$ cat config.mk
export PLATFORM = sky130hd
export DESIGN_NAME = xmem_seq
export DESIGN_NICKNAME = d
export VERILOG_FILES = /design/src/rtl/xmem_pkg.sv /design/src/rtl/xmem_step_timer.sv /design/src/rtl/xmem_strobe_map.sv /design/src/rtl/xmem_seq.sv
export SDC_FILE = /design/constraint.sdc
export NUM_CORES = 1
export LEC_CHECK = 0
export BUFFER_PORTS_ARGS = -buffer_cell sky130_fd_sc_hd__buf_2
export CORE_ASPECT_RATIO = 0.8
export CORE_MARGIN = 2
export CORE_UTILIZATION = 48
export DETAILED_ROUTE_END_ITERATION = 10
export GPL_TIMING_DRIVEN = 1
export PLACE_DENSITY = 0.8
export SYNTH_ARGS = -nofsm -noshare
export SYNTH_HDL_FRONTEND = slang
export SYNTH_SLANG_ARGS = --single-unit
export TNS_END_PERCENT = 10
$ cat constraint.sdc
create_clock -name clk -period 2.3 [get_ports clk]
set_clock_uncertainty 0.2 [all_clocks]
set_input_delay 0.345 -clock clk [delete_from_list [all_inputs] [get_ports clk]]
set_output_delay 0.345 -clock clk [all_outputs]
set_load 0.02 [all_outputs]
$ cat src/rtl/xmem_pkg.sv
package xmem_pkg;

    parameter int DATA_W = 8;
    localparam int ADDR_W = 2 * DATA_W;

    // Timeline, in steps (one oscillator period in normal mode).
    localparam int NUM_STEPS   = 12;
    localparam int STEP_W      = $clog2(NUM_STEPS);
    localparam int ALE_END     = 2;   // ale high for steps [0, ALE_END)
    localparam int DATA_START  = 4;   // write data replaces address here
    localparam int STRB_FIRST  = 5;   // strobe low from this step
    localparam int STRB_LAST   = 10;  // strobe low through this step
    localparam int SAMPLE_STEP = 8;   // read byte captured at end of this step
    localparam int LAST_STEP   = NUM_STEPS - 1;
    localparam int STRB_STEPS  = STRB_LAST - STRB_FIRST + 1;

    typedef struct packed {
        logic              write;
        logic              p2sel;
        logic [ADDR_W-1:0] addr;
        logic [DATA_W-1:0] wdata;
    } xreq_t;

    function automatic logic in_window(input logic [STEP_W-1:0] s,
                                       input int lo, input int hi);
        return (int'(s) >= lo) && (int'(s) <= hi);
    endfunction

endpackage

$ cat src/rtl/xmem_step_timer.sv
module xmem_step_timer
    import xmem_pkg::*;
(
    input  logic              clk,
    input  logic              rst,
    input  logic              start,
    input  logic              run,
    input  logic              dbl,
    output logic              step_en,
    output logic [STEP_W-1:0] step
);
    logic half;

    assign step_en = run && (dbl || half);

    always_ff @(posedge clk) begin
        if (rst || start) begin
            half <= 1'b0;
            step <= '0;
        end else if (run) begin
            half <= ~half;
            if (step_en) begin
                step <= (step == STEP_W'(LAST_STEP)) ? '0 : step + 1'b1;
            end
        end
    end
endmodule

$ cat src/rtl/xmem_strobe_map.sv
module xmem_strobe_map
    import xmem_pkg::*;
(
    input  logic              active,
    input  logic [STEP_W-1:0] step,
    input  xreq_t             req,
    input  logic [DATA_W-1:0] p2_reg,
    input  logic              fetch_ale,
    input  logic              fetch_psen,
    output logic              ale,
    output logic              psen_n,
    output logic              rd_n,
    output logic              wr_n,
    output logic [DATA_W-1:0] p0_out,
    output logic              p0_oe,
    output logic [DATA_W-1:0] p2_out
);
    logic strobe_on;

    always_comb begin
        strobe_on = active && in_window(step, STRB_FIRST, STRB_LAST);
        if (active) begin
            ale    = (int'(step) < ALE_END);
            psen_n = 1'b1;
        end else begin
            ale    = fetch_ale;
            psen_n = ~fetch_psen;
        end
        rd_n = ~(strobe_on && !req.write);
        wr_n = ~(strobe_on && req.write);
        if (!active)        p0_oe = 1'b0;
        else if (req.write) p0_oe = 1'b1;
        else                p0_oe = (int'(step) < STRB_FIRST);
        if (active && req.write && int'(step) >= DATA_START)
            p0_out = req.wdata;
        else
            p0_out = req.addr[DATA_W-1:0];
        if (active && !req.p2sel) p2_out = req.addr[ADDR_W-1:DATA_W];
        else                      p2_out = p2_reg;
    end
endmodule

$ cat src/rtl/xmem_seq.sv
module xmem_seq
    import xmem_pkg::*;
(
    input  logic              clk,
    input  logic              rst,
    input  logic              req_valid,
    input  logic              req_write,
    input  logic              req_p2reg,
    input  logic [ADDR_W-1:0] req_addr,
    input  logic [DATA_W-1:0] req_wdata,
    input  logic              dbl_speed,
    input  logic [DATA_W-1:0] p2_reg,
    input  logic              fetch_ale,
    input  logic              fetch_psen,
    input  logic [DATA_W-1:0] p0_in,
    output logic              busy,
    output logic              done,
    output logic [DATA_W-1:0] rd_data,
    output logic              ale,
    output logic              psen_n,
    output logic              rd_n,
    output logic              wr_n,
    output logic [DATA_W-1:0] p0_out,
    output logic              p0_oe,
    output logic [DATA_W-1:0] p2_out
);
    xreq_t             req_q;
    logic              dbl_q;
    logic              accept;
    logic              step_en;
    logic [STEP_W-1:0] step;

    assign accept = req_valid && !busy;

    xmem_step_timer u_timer (
        .clk     (clk),
        .rst     (rst),
        .start   (accept),
        .run     (busy),
        .dbl     (dbl_q),
        .step_en (step_en),
        .step    (step)
    );

    xmem_strobe_map u_map (
        .active     (busy),
        .step       (step),
        .req        (req_q),
        .p2_reg     (p2_reg),
        .fetch_ale  (fetch_ale),
        .fetch_psen (fetch_psen),
        .ale        (ale),
        .psen_n     (psen_n),
        .rd_n       (rd_n),
        .wr_n       (wr_n),
        .p0_out     (p0_out),
        .p0_oe      (p0_oe),
        .p2_out     (p2_out)
    );

    always_ff @(posedge clk) begin
        if (rst) begin
            busy    <= 1'b0;
            done    <= 1'b0;
            rd_data <= '0;
            req_q   <= '0;
            dbl_q   <= 1'b0;
        end else begin
            done <= 1'b0;
            if (accept) begin
                busy  <= 1'b1;
                dbl_q <= dbl_speed;
                req_q <= '{write: req_write, p2sel: req_p2reg,
                           addr: req_addr, wdata: req_wdata};
            end else if (busy && step_en && step == STEP_W'(LAST_STEP)) begin
                busy <= 1'b0;
                done <= 1'b1;
            end
            if (busy && step_en && !req_q.write && step == STEP_W'(SAMPLE_STEP))
                rd_data <= p0_in;
        end
    end

    // Strobe-width checker: counts clocks with a strobe low.
    localparam int CNT_W = $clog2(2 * STRB_STEPS + 2);
    logic [CNT_W-1:0] low_cnt;
    always_ff @(posedge clk) begin
        if (rst || (rd_n && wr_n)) low_cnt <= '0;
        else                       low_cnt <= low_cnt + 1'b1;
    end

    p_strobe_excl_r4: assert property (@(posedge clk) disable iff (rst)
        !(!rd_n && !wr_n));
    p_strobe_width_r4: assert property (@(posedge clk) disable iff (rst)
        ($rose(rd_n) || $rose(wr_n)) |->
            (int'(low_cnt) == (dbl_q ? STRB_STEPS : 2 * STRB_STEPS)));
    p_psen_off_r8: assert property (@(posedge clk) disable iff (rst)
        busy |-> psen_n);
    p_p0_release_r5: assert property (@(posedge clk) disable iff (rst)
        $fell(rd_n) |-> !p0_oe);
    p_wdata_hold_r6: assert property (@(posedge clk) disable iff (rst)
        $rose(wr_n) |-> p0_oe);
    p_done_pulse_r10: assert property (@(posedge clk) disable iff (rst)
        done |=> !done);
    p_ignore_busy_r9: assert property (@(posedge clk) disable iff (rst)
        (busy && req_valid) |=> (!busy || $stable(req_q)));
    p_ale_first_r3: assert property (@(posedge clk) disable iff (rst)
        $rose(busy) |-> ale);
endmodule

Word level (Yosys, flattened, before mapping)
Cells that the tools add are included.

Add/sub/neg operators: 1. Eq/ne operators: 2. Div/mod/pow operators: 0. Bitwise gates (word level): 4. Magnitude comparators: 5. Shift operators: 0. Reduce and logical (&&, ||, !) cells: 21. Mux-type cells: 10. Multiply operators: 0.

Operators with widths (count): two-way mux 8 bit (2); logical AND 1 bit (13); == test 4 bit, second input constant (2); greater-or-equal comparator 4 x 3 -> 1 bit, second input constant (2); two-way mux 1 bit (7); adder 4 x 1 -> 4 bit, second input constant (1); <= comparator 4 bit, second input constant (1); < comparator 4 x 2 -> 1 bit, second input constant (1); < comparator 4 x 3 -> 1 bit, second input constant (1); two-way mux 4 bit (1); NOT 1 bit (4); logical NOT 1 bit (3); logical OR 1 bit (2); AND reduction 2 bit (1); nonzero test 2 bit (1); OR reduction 2 bit (1).

Bits in read-only memories: 0. Logic and storage cells: 53. Latch bits: 0. Register bits after elaboration: 42. Memories kept: 0. Output and inout bits: 31. Input bits: 48. Memory bits (writable): 0.

Depth between registers and ports, before layout
Depth after elaboration: 6. Gate-level depth with buffers: 5. Depth with buffers taken out: 5.

Hierarchy
From an unflattened synthesis, not the netlist that was laid out.

Cell total of the unflattened synthesis: 217. Area total of the unflattened synthesis: 1973.1 um2.

By module, submodules not included: xmem_seq (area each 1407.6 um2, instances 1, sequential area each 740.7 um2, cells an instance 162); xmem_strobe_map (area each 324.1 um2, instances 1, sequential area each 0.0 um2, cells an instance 30); xmem_step_timer (area each 241.5 um2, instances 1, sequential area each 100.1 um2, cells an instance 25).

Least setup slack after synthesis
Ideal clock, no wire load.

Path kind: register -> output. Start point: register busy. End point: output port p0_out[0]. Slack: 0.460 ns. Path buffers: 1. Required time: 1.755 ns. Cell stages (with the launch flop): 4. Data arrival time: 1.295 ns. Cell sequence: dfxtp_1 > buf_2 > o211ai_2 > mux2_2.

Word-level cells in the longest chain between the ends: 3.

Ends and longest elaborated chain: start: declaration (RTL line xmem_seq.sv:16) `output logic busy,`; start signal: assignment (RTL line xmem_seq.sv:63) `busy <= 1'b0;`; start signal: assignment (RTL line xmem_seq.sv:71) `busy <= 1'b1;`; start signal: assignment (RTL line xmem_seq.sv:76) `busy <= 1'b0;`; logical AND 1 bit (2 in series) (RTL line xmem_strobe_map.sv:34) `if (active && req.write && int'(step) >= DATA_START)`; two-way mux 8 bit (RTL line xmem_strobe_map.sv:34); end: declaration (RTL line xmem_seq.sv:23) `output logic [DATA_W-1:0] p0_out,`.

Every way passes these cells.

Worst setup path after layout
Start point: register u_timer.step[3]. End point: output port p0_out[5].

Word-level cells in the longest chain between the ends: 3.

Ends and longest elaborated chain: start: declaration (RTL line xmem_step_timer.sv:10) `output logic [STEP_W-1:0] step`; start signal: assignment (RTL line xmem_step_timer.sv:23) `step <= (step == STEP_W'(LAST_STEP)) ? '0 : step + 1'b1;`; greater-or-equal comparator 4 x 3 -> 1 bit (RTL line xmem_strobe_map.sv:34); logical AND 1 bit (RTL line xmem_strobe_map.sv:34); two-way mux 8 bit (RTL line xmem_strobe_map.sv:34).

Every way passes these cells.

==> results.md <==
* Cell count of the worst hold path at 3
* Fraction of layout instances using a drive strength above 1 at 36.0%
* Final WS setup at 0.140 ns
* Maximum root-to-sink buffer count at 2
* Worst setup path class: reg -> out
* Clock network latency to the later pin of the worst-skew pair at 0.29 ns
* Root Buffer: sky130_fd_sc_hd__clkbuf_8
* Die width at around 75 um
* Final cycle utilization of the critical path at 93.9%
* Number of buffers created by CTS at 5
* Tmin final at about 2.2 ns
* CP startpoint kind: flop
* Sum of negative setup slack at 0 ns
* Global-route wire length before repair at 6540 um
* Worst slack at placement at between 0.3 and 0.4 ns
* Effective utilization at floorplan at between 50% and 60%
* Kind of cell with the highest combined delay on the critical path: flip-flops
* Post-detailed-route DRC marker count at 0
* Worst-path cell chain: o211ai_4 > mux2_2 > buf_2
* Number of antenna violations at the first check in global routing at 0
* Worst r2r path cells at 4
* Hold WC Path Type: in -> reg
* Area of the die at between 0.004 and 0.005 mm2
* Net count of the finished layout at 352
* GR Overflow Total at 0
* CTS H-Tree Depth at 2
* Slowest Stage Delay on Critical Path at ~0.42 ns
* YS warnings at 0
* Buf/Inv on CP at 1
* Most used cells in the layout excluding fill and tap cells: sky130_fd_sc_hd__buf_2 (78), sky130_fd_sc_hd__nand2_1 (54), sky130_fd_sc_hd__dfxtp_1 (42)
* Final GP Congestion at around 0.77
* Number of distinct standard cells referenced by the synthesized netlist at 30
* Fmax at 463 MHz
* Postcts setup bufs at 0
* Worst Hold Margin at ~0.081 ns
* Syn Std Cell Area at 0.00195 mm2
* Number of standard cells after synthesis at about 220
* Via count of the routed design at 1738
* Final count of hold timing violations at 0
* PD cells at approximately 600 mW/mm2
* Pin count of the biggest net entering global routing at 51
* P&R area growth vs syn at 27.7%
* Port buffer count at 78
* RSZ-0062 raised after global routing: no
* Number of global-route vias before repair at 1523
* Half-perimeter wire length after placement at 3050 um
* Worst path depth at 3
* Count of TritonRoute iterations in the first routing pass at 4
* Reported leakage power at 0.00110 uW
* Flops & latches, synth at 42
* Number of clock sinks at 42
* Final setup violation count at 0
* Placement Rows at 20
* CP Capture Type: output port
* Synthesized netlist net count at 277
* Cts repair resizes at 0
* Number of max-slew violations in the final report at 0
* Number of maximum-capacitance constraint violations at 0
* Vertical extent of the die at ~60 um
* CP Data Required Time at about 1.8 ns
* Design Area, Final at approximately 0.0025 mm2
* Status: complete, no violations
* Post-detailed-placement cell area at ~0.0024 mm2
* Total Routed Length at approximately 4200 um
* Slew of the pin with the lowest slew margin at roughly 0.77 ns
* CTS tree: yes
* Via-per-instance ratio at between 4 and 5
* Floorplan Core Area at about 0.0039 mm2
* Top-level I/O count at 79
* Most common library cell in the layout ignoring fill and taps: sky130_fd_sc_hd__buf_2
* Overall fraction of global-route tracks in use at between 10% and 20%
* Routed len/inst at approximately 12 um
* CTS hold repair buffers at 0
* Slew HR at about half
* Power Total at 1500 uW
* Data arrival time of the critical path at 1.61 ns
* Initial detailed-routing violation count at between 60 and 70
* Clock slew seen by the registers of the worst setup and hold paths at 0.08 ns
* Antenna viol nets, final at 0
* Share of the yosys chip area belonging to registers at 43.2%
* Maximum net fanout on the critical path at 8
* Cell with the largest stage delay on the worst path: sky130_fd_sc_hd__dfxtp_1
* # diodes at 0
* Post-synthesis average cell area at 8.70 um2
* Worst IR drop on VDD at around 380 uV
[metal layers]
metal	global-route usage [%]	part of all wire (%)
met5	0	0
met4	10.5	2.3
met3	4.65	4.7
met2	31.7	49
met1	22.8	44
[area by class of cell]
| type | instances | area (um2) |
|---|---|---|
| well taps | 55 | 68.8 |
| multi-input cells | 163 | 1040 |
| clock buffers | 6 | 82.6 |
| inverters | 4 | 15.0 |
| flip-flops and latches | 42 | 841 |
| repair buffers | 83 | 428 |
| fillers | 362 | 1370 |
| clock inverters | 2 | 12.5 |
[logic make-up (layout without fill, tap and decap cells)]
family / after synthesis / in the layout / synth area share, %
simple gates: 94 / 94 / 23.7
flops: 42 / 42 / 43.2
compound gates: 36 / 36 / 10.6
mux: 27 / 27 / 14.9
buf+inv: 19 / 95 / 3.98
fa+ha+maj: 5 / 5 / 3.21
xor+xnor: 1 / 1 / 0.450
[power by group]
| part | switching (uW) | internal (uW) | total, uW |
|---|---|---|---|
| clock | 254 | 241 | 495 |
| combinational | 124 | 100 | 225 |
| sequential | 19.4 | 757 | 776 |
[final timing paths]
path / slack (ns) / startpoint / to
max reg2reg: 0.44 / busy$_SDFFE_PP0P_ / u_timer.step[3]$_SDFFE_PP0N_
min: 0.08 / req_wdata[6] / req_q[6]$_SDFFE_PP0P_
max: 0.14 / u_timer.step[3]$_SDFFE_PP0N_ / p0_out[5]
min reg2reg: 0.26 / req_q[16]$_SDFFE_PP0P_ / req_q[16]$_SDFFE_PP0P_
[state kept, by name (all words and copies together), names as in the netlist]
register / flops
req_q: 26
rd_data: 8
u_timer.step: 4
busy: 1
dbl_q: 1
done: 1
u_timer.half: 1
[metrics by stage]
stage	cells	utilization, %
final	355	64.6
after global routing	355	64.6
after detailed placement	347	61.9
after floorplan	224	-
after CTS	355	64.4
after global placement	347	61.9
[worst reg2reg max path: cells and delay by family, from the launching register on]
family / cells / cell delay [ns]
AO/OA/AOI/OAI: 2 / 0.54
flip-flops: 1 / 0.42
AND/OR/NAND/NOR: 1 / 0.37
buffers and inverters: 1 / 0.23
[synthesized netlist by cell type]
master                      number  share of area (%)
sky130_fd_sc_hd__o22ai_1         1               0.32
sky130_fd_sc_hd__buf_1           1               0.19
sky130_fd_sc_hd__o21ai_0         1               0.26
sky130_fd_sc_hd__nor2_1          4               0.77
sky130_fd_sc_hd__nor4_1          2               0.64
sky130_fd_sc_hd__nor4_4          1                1.1
sky130_fd_sc_hd__mux2i_1        11                5.7
sky130_fd_sc_hd__mux2_2         11                6.4
sky130_fd_sc_hd__mux2_1          5                2.9
sky130_fd_sc_hd__nand2b_1       20                6.4
sky130_fd_sc_hd__o21ai_2         1               0.45
sky130_fd_sc_hd__a2111oi_1       1               0.51
sky130_fd_sc_hd__nor2b_1         4                1.3
sky130_fd_sc_hd__nor3_1          3               0.77
sky130_fd_sc_hd__a31o_2          1               0.45
sky130_fd_sc_hd__inv_1           4               0.77
sky130_fd_sc_hd__nand2b_4        1               0.71
sky130_fd_sc_hd__buf_2           5                1.3
sky130_fd_sc_hd__nand3b_1        2               0.77
sky130_fd_sc_hd__o211ai_1        1               0.39
sky130_fd_sc_hd__or3_1           1               0.32
sky130_fd_sc_hd__nand2_1        54                 10
sky130_fd_sc_hd__a21oi_1        28                7.2
sky130_fd_sc_hd__dfxtp_1        42                 43
sky130_fd_sc_hd__xnor2_1         1               0.45
sky130_fd_sc_hd__nand3_1         2               0.51
sky130_fd_sc_hd__o21a_1          1               0.39
sky130_fd_sc_hd__ha_1            5                3.2
sky130_fd_sc_hd__clkbuf_1        9                1.7
sky130_fd_sc_hd__o211ai_2        1               0.64
(Power assumes the default switching activity.)
